==> src/rtl/be_seq_pkg.sv <==
package be_seq_pkg;

  typedef enum logic {
    PH_IDLE = 1'b0,
    PH_DATA = 1'b1
  } ph_state_t;

  // A data phase ends on an edge where both ready strobes are low.
  function automatic logic phase_complete(input logic irdy_n, input logic trdy_n);
    return (!irdy_n) && (!trdy_n);
  endfunction

  // How many queued entries are consumed on this edge.
  function automatic int unsigned consumed(input logic pop);
    return pop ? 1 : 0;
  endfunction

endpackage

==> src/rtl/be_mask_queue.sv <==
module be_mask_queue #(
  parameter int DEPTH = 8,
  parameter int W     = 4,
  localparam int PW   = (DEPTH > 1) ? $clog2(DEPTH) : 1,
  localparam int CW   = $clog2(DEPTH + 1)
) (
  input  logic          clk,
  input  logic          rst,
  input  logic          push,
  input  logic [W-1:0]  push_data,
  input  logic          pop,
  output logic          push_ok,
  output logic          full,
  output logic [CW-1:0] level,
  output logic [W-1:0]  head0,
  output logic [W-1:0]  head1
);

  logic [W-1:0]  store [DEPTH];
  logic [PW-1:0] rd_ptr;
  logic [PW-1:0] wr_ptr;
  logic [CW-1:0] cnt;

  function automatic logic [PW-1:0] wrap_inc(input logic [PW-1:0] p);
    if (p == PW'(DEPTH - 1)) return '0;
    return p + 1'b1;
  endfunction

  assign full    = (cnt == CW'(DEPTH));
  assign push_ok = push && !full;
  assign level   = cnt;
  assign head0   = store[rd_ptr];
  assign head1   = store[wrap_inc(rd_ptr)];

  always_ff @(posedge clk) begin
    if (rst) begin
      rd_ptr <= '0;
      wr_ptr <= '0;
      cnt    <= '0;
    end else begin
      if (push_ok) wr_ptr <= wrap_inc(wr_ptr);
      if (pop)     rd_ptr <= wrap_inc(rd_ptr);
      cnt <= cnt + CW'(push_ok) - CW'(pop);
    end
  end

  always_ff @(posedge clk) begin
    if (push_ok) store[wr_ptr] <= push_data;
  end

  // a pop never meets an empty queue
  a_r5_pop_nonempty: assert property (@(posedge clk) disable iff (rst)
    pop |-> (cnt != '0));

  // occupancy never exceeds the depth
  a_r9_no_overflow: assert property (@(posedge clk) disable iff (rst)
    cnt <= CW'(DEPTH));

  // a push against a full queue without a pop leaves it full and unchanged
  a_r9_full_drops: assert property (@(posedge clk) disable iff (rst)
    (full && push && !pop) |=> (full && $stable(wr_ptr)));

endmodule

==> src/rtl/be_phase_fsm.sv <==
module be_phase_fsm
  import be_seq_pkg::*;
(
  input  logic clk,
  input  logic rst,
  input  logic frame_n,
  input  logic irdy_n,
  input  logic trdy_n,
  input  logic underrun_q,
  output logic in_data,
  output logic addr_phase,
  output logic start,
  output logic done,
  output logic last,
  output logic load,
  output logic pop
);

  ph_state_t state;
  ph_state_t state_nx;

  assign in_data    = (state == PH_DATA);
  assign addr_phase = (state == PH_IDLE) && !frame_n;
  assign start      = addr_phase;
  assign done       = in_data && phase_complete(irdy_n, trdy_n);
  assign last       = done && frame_n;
  assign load       = start || (done && !frame_n);
  assign pop        = done && !underrun_q;

  always_comb begin
    state_nx = state;
    unique case (state)
      PH_IDLE: if (start) state_nx = PH_DATA;
      PH_DATA: if (last)  state_nx = PH_IDLE;
      default: state_nx = PH_IDLE;
    endcase
  end

  always_ff @(posedge clk) begin
    if (rst) state <= PH_IDLE;
    else     state <= state_nx;
  end

  // an address phase is always followed by a data phase
  a_r2_enter_data: assert property (@(posedge clk) disable iff (rst)
    start |=> in_data);

  // the burst ends after a completion with FRAME# high
  a_r7_leave_data: assert property (@(posedge clk) disable iff (rst)
    last |=> !in_data);

endmodule

==> src/rtl/be_mask_hold.sv <==
module be_mask_hold #(
  parameter int DEPTH = 8,
  parameter int W     = 4,
  localparam int CW   = $clog2(DEPTH + 1)
) (
  input  logic          clk,
  input  logic          rst,
  input  logic          load,
  input  logic          pop,
  input  logic [CW-1:0] level,
  input  logic [W-1:0]  head0,
  input  logic [W-1:0]  head1,
  input  logic          push_ok,
  input  logic [W-1:0]  push_data,
  output logic [W-1:0]  mask_q,
  output logic          underrun_q
);

  logic [W-1:0] mask_nx;
  logic         under_nx;

  // Entry that becomes the head once this edge's pop has been applied,
  // falling back to a same-edge push, then to an all-disabled mask.
  always_comb begin
    if (level > CW'(be_seq_pkg::consumed(pop))) begin
      mask_nx  = pop ? head1 : head0;
      under_nx = 1'b0;
    end else if (push_ok) begin
      mask_nx  = push_data;
      under_nx = 1'b0;
    end else begin
      mask_nx  = '1;
      under_nx = 1'b1;
    end
  end

  always_ff @(posedge clk) begin
    if (rst) begin
      mask_q     <= '1;
      underrun_q <= 1'b0;
    end else if (load) begin
      mask_q     <= mask_nx;
      underrun_q <= under_nx;
    end
  end

  // an underrun phase never enables a lane
  a_r6_underrun_blank: assert property (@(posedge clk) disable iff (rst)
    underrun_q |-> (mask_q == '1));

endmodule

==> src/rtl/be_burst_seq.sv <==
module be_burst_seq #(
  parameter int DEPTH = 8,
  parameter int LANES = 4,
  localparam int CW   = $clog2(DEPTH + 1)
) (
  input  logic             clk,
  input  logic             rst,
  input  logic             frame_n,
  input  logic             irdy_n,
  input  logic             trdy_n,
  input  logic [LANES-1:0] bus_cmd,
  input  logic             mask_push,
  input  logic [LANES-1:0] mask_data,
  output logic [LANES-1:0] cbe_n,
  output logic             cbe_oe,
  output logic             underrun,
  output logic             q_full
);

  logic             in_data, addr_phase, start, done, last, load, pop;
  logic             push_ok, underrun_q;
  logic [CW-1:0]    level;
  logic [LANES-1:0] head0, head1, mask_q;

  be_mask_queue #(.DEPTH(DEPTH), .W(LANES)) i_queue (
    .clk(clk), .rst(rst), .push(mask_push), .push_data(mask_data), .pop(pop),
    .push_ok(push_ok), .full(q_full), .level(level), .head0(head0), .head1(head1)
  );

  be_phase_fsm i_fsm (
    .clk(clk), .rst(rst), .frame_n(frame_n), .irdy_n(irdy_n), .trdy_n(trdy_n),
    .underrun_q(underrun_q), .in_data(in_data), .addr_phase(addr_phase),
    .start(start), .done(done), .last(last), .load(load), .pop(pop)
  );

  be_mask_hold #(.DEPTH(DEPTH), .W(LANES)) i_hold (
    .clk(clk), .rst(rst), .load(load), .pop(pop), .level(level),
    .head0(head0), .head1(head1), .push_ok(push_ok), .push_data(mask_data),
    .mask_q(mask_q), .underrun_q(underrun_q)
  );

  assign cbe_oe   = !rst && (in_data || addr_phase);
  assign underrun = in_data && underrun_q;

  always_comb begin
    if (in_data)         cbe_n = mask_q;
    else if (addr_phase) cbe_n = bus_cmd;
    else                 cbe_n = '1;
  end

  // wait states leave the lines untouched
  a_r3_hold_in_wait: assert property (@(posedge clk) disable iff (rst)
    (in_data && !done) |=> $stable(cbe_n));

  // within a burst the lines only move after a completion edge
  a_r4_move_after_done: assert property (@(posedge clk) disable iff (rst)
    (in_data && $past(in_data) && (cbe_n != $past(cbe_n))) |-> $past(done));

  // after the final phase the drivers are released
  a_r7_release: assert property (@(posedge clk) disable iff (rst)
    (last && !start) |=> (frame_n || cbe_oe) && (!frame_n || !cbe_oe));

  // reset empties the burst state on the next cycle
  a_r8_reset_idle: assert property (@(posedge clk)
    rst |=> !in_data);

  always_comb begin
    if (rst) a_r8_no_drive: assert (!cbe_oe);
  end

endmodule

==> config.mk <==
export PLATFORM = sky130hd
export DESIGN_NAME = be_burst_seq
export DESIGN_NICKNAME = d
export VERILOG_FILES = /design/src/rtl/be_seq_pkg.sv /design/src/rtl/be_mask_queue.sv /design/src/rtl/be_phase_fsm.sv /design/src/rtl/be_mask_hold.sv /design/src/rtl/be_burst_seq.sv
export SDC_FILE = /design/constraint.sdc
export NUM_CORES = 1
export LEC_CHECK = 0
export BUFFER_PORTS_ARGS = -buffer_cell sky130_fd_sc_hd__buf_2
export CELL_PAD_IN_SITES_DETAIL_PLACEMENT = 1
export CELL_PAD_IN_SITES_GLOBAL_PLACEMENT = 2
export CORE_MARGIN = 2
export CORE_UTILIZATION = 40
export CTS_BUF_LIST = sky130_fd_sc_hd__clkbuf_4 sky130_fd_sc_hd__clkbuf_8 sky130_fd_sc_hd__clkbuf_16
export DETAILED_ROUTE_END_ITERATION = 12
export GPL_ROUTABILITY_DRIVEN = 0
export PLACE_DENSITY = 0.84
export SYNTH_ARGS = -nofsm -noshare
export SYNTH_HDL_FRONTEND = slang
export SYNTH_SLANG_ARGS = --single-unit
==> constraint.sdc <==
create_clock -name clk -period 2.75 [get_ports clk]
set_input_delay 0.1375 -clock clk [delete_from_list [all_inputs] [get_ports clk]]
set_output_delay 0.1375 -clock clk [all_outputs]
set_load 0.01 [all_outputs]
==> metrics.cfg <==
[timing]
worst_slack_ns=0.367
setup-tns-final_ns=0
total_setup_violations_reported_at_the_end_of_the_flow=0
period_needed_ns=2.38
layout_worst_path_cycle_share=0.866
clock.fmax_mhz=420
fin_worst_hold_slack_ns=0.107
report.final.hold_viol_count=0
worst_clock_skew_ns=0.00824
rsz0062_at_grt=false
worst_slew_pin_slew_ns=0.636
slew_headroom=0.573
final_max_slew_viol_count=0

[synth]
share_of_flip_flops_with_an_asynchronous_set_or_reset_after_synthesis=0
post_synth_instance_area_um2=2610
ys.warnings.count=0
synth_ff_type=sky130_fd_sc_hd__edfxtp_1
syn-instance-count=228
syn_nets=254
synth.lib_cells_used.distinct=43
synth-seq-cells=51
post_synth_edffs=32
synthesis.area_per_instance_um2=11.5
ys_seq_area_frac=0.514

[floorplan]
rows=29
initial_util=0.414
die_x_um=84.8
die_height_um=84.8
dieArea_um2=7190
core-area_um2=6310
top_level_ports=21

[final_layout]
area_delta_synth_final_pct=11.5
nets_finish=277
antenna_cells=0
drive_above_1_share=0.198
mostFrequentLayoutCells=sky130_fd_sc_hd__edfxtp_1 (32), sky130_fd_sc_hd__buf_2 (20), sky130_fd_sc_hd__dfxtp_1 (19), sky130_fd_sc_hd__nand2_1 (18)
layout.filler_cells=711
most_common_cell_after_layout_fill_and_taps_aside=sky130_fd_sc_hd__edfxtp_1

[placed_design]
detailedPlacementHpwl_um=4440
post-place-ws_ns=0.356
io_buffers=20

[setup_path]
timing.setup.critical_path_class=reg -> reg
timing.critical_path.slowest_cell_delay_ns=0.62
launch_point_of_the_worst_reg_to_reg_path=i_hold.underrun_q
crit_path_end_kind=flip-flop
critical_path.max_fanout=11
worst_setup_path_start_kind=flip-flop
critical_path.cell_chain=or4b_4 > inv_1 > ha_1 > inv_1 > ha_1 > a21o_1 > a21oi_1 > xnor2_1 > nor2_1
cp_slowest_cell=sky130_fd_sc_hd__or4b_4
critPathRequiredTime_ns=2.95
cp-startpoint=i_hold.underrun_q
worstPathArrival_ns=2.58

[route]
route.final.wire_length_um=5960
vias=1803
drt_pre_antenna_iters=4
post-route-drc-count=0
drtIter0Drc=93
ant_nets=0
vias_per_cell=5.48
route.detailed.wl_per_inst_um=18.1

[global_route]
grt_util_overall=0.185
grt_antenna_before_repair=0
vias_in_the_first_global_route=1948
grt_max_degree=20
grt_first_pass_wirelength_um=10200
global_route.overflow_total=0

[clock_network]
cts-root-to-sink-buffers=2
cts-buffers-inserted=5
cts_resized=0
tritoncts=yes
register_clock_pin_slew_on_the_reported_worst_setup_and_hold_paths_ns=0.10
cts.hold.buffers_added=0
htree_num_levels=2
cts_setup_buffers=0
cts.root.buffer_cell=sky130_fd_sc_hd__clkbuf_8
cts.sinks=51
worst_skew_pair.late_latency_ns=0.31

[pwr]
combinationalPowerShare=0.220
ir_worst_vdd_mv=0.313
clock_power_share=0.288
power.static_leakage_nw=1.06
p_per_area_nw_per_um2=648
power.share.switching=0.287
power.internal_mw=1.35
total_switching_power_uw=541
power_share_of_the_sequential_group=0.492

[worst_hold_path]
worstHoldStart=frame_n
worstHoldPathType=in -> reg

[run]
drv.max_cap_violation_count=0

[run_status]
run_status=finished clean

-- power by group through the flow --
stage / sequential [mW] / clock (mW) / combinational, mW
6_report: 0.930 / 0.543 / 0.415
5_1_grt: 0.939 / 0.594 / 0.475
4_1_cts: 0.931 / 0.561 / 0.423
3_5_place_dp: 0.949 / 0 / 0.421
3_3_place_gp: 0.943 / 0 / 0.403
2_1_floorplan: 0.927 / 0 / 0.305
-- kinds of logic after synthesis --
logic type,share of synthesized area
xor+xnor,0.00671
compound gates,0.134
mux,0.0944
flops,0.514
simple gates,0.145
buf+inv,0.0460
fa+ha+maj,0.0604
-- final timing paths --
path	end	slack, ns	cells past startpoint
setup / recovery	i_queue.level[3]	0.37	9
hold / removal	i_fsm.in_data	0.11	2
hold reg to reg	i_hold.underrun_q	0.49	2
setup reg to reg	i_queue.level[3]	0.37	9
-- per-stage QoR --
| step | power, mW | cell area [um^2] | util | instances |
|---|---|---|---|---|
| after CTS | 1.92 | 2910 | 0.461 | 329 |
| after global placement | 1.35 | 2800 | 0.443 | 321 |
| after global routing | 2.01 | 2910 | 0.461 | 329 |
| final | 1.89 | 2910 | 0.461 | 329 |
| after detailed placement | 1.37 | 2800 | 0.443 | 321 |
| after floorplan | 1.23 | 2610 | - | 228 |
-- layer usage --
metal  routed length, um  global-route usage
met3                 211              0.0403
met5                   0                   0
met1                2800               0.252
met4                 141              0.0765
met2                2800               0.287
-- flip-flops by register name (all words and copies together), names as in the netlist, named ones only --
register / count
i_hold.underrun_q: 1
i_hold.mask_q: 4
i_queue.store: 32
i_queue.rd_ptr: 3
i_fsm.in_data: 1
i_queue.wr_ptr: 3
i_queue.level: 4
-- synth_stat cells, types with 2 or more instances --
library cell                 n  area [um^2]
sky130_fd_sc_hd__inv_1      17         63.8
sky130_fd_sc_hd__edfxtp_1   32          961
sky130_fd_sc_hd__or2b_2      3         26.3
sky130_fd_sc_hd__clkbuf_1    5         18.8
sky130_fd_sc_hd__nand2_1    18         67.6
sky130_fd_sc_hd__nor2b_1     7         43.8
sky130_fd_sc_hd__a221oi_1    3         26.3
sky130_fd_sc_hd__nor3_1      6         30.0
sky130_fd_sc_hd__a2111oi_0   4         35.0
sky130_fd_sc_hd__buf_2       3         15.0
sky130_fd_sc_hd__o22a_1      4         35.0
sky130_fd_sc_hd__o21ai_0    10         50.1
sky130_fd_sc_hd__ha_1       11          138
sky130_fd_sc_hd__buf_6       2         22.5
sky130_fd_sc_hd__a21oi_1    13         65.1
sky130_fd_sc_hd__nand2b_1    3         18.8
sky130_fd_sc_hd__xnor2_1     2         17.5
sky130_fd_sc_hd__o221ai_1    3         26.3
sky130_fd_sc_hd__a21o_1      3         22.5
sky130_fd_sc_hd__a31oi_1     2         12.5
sky130_fd_sc_hd__nand3b_1    3         22.5
sky130_fd_sc_hd__mux4_2      6          135
sky130_fd_sc_hd__nor4b_1     3         26.3
sky130_fd_sc_hd__nor2_1     17         63.8
sky130_fd_sc_hd__a211oi_1    3         22.5
sky130_fd_sc_hd__dfxtp_1    19          380
sky130_fd_sc_hd__mux2i_1    10          100
-- critical path, delay by kind of cell (launching register included) --
| family | cells | cell delay (ns) |
|---|---|---|
| compound gates | 2 | 0.35 |
| xor+xnor | 1 | 0.15 |
| fa+ha+maj | 2 | 0.46 |
| buf+inv | 2 | 0.29 |
| flops | 1 | 0.33 |
| simple gates | 2 | 0.68 |
-- cell type report --
| class | instances | area [um^2] | area share |
|---|---|---|---|
| inverters | 17 | 63.8 | 0.0219 |
| clock buffers | 5 | 68.8 | 0.0236 |
| repair buffers | 26 | 145 | 0.0498 |
| clock inverters | 3 | 46.3 | 0.0159 |
| well taps | 77 | 96.3 | 0.0331 |
| multi-input cells | 150 | 1150 | 0.395 |
| flip-flops and latches | 51 | 1340 | 0.461 |
Note: power is estimated with default switching activity, not from simulation.
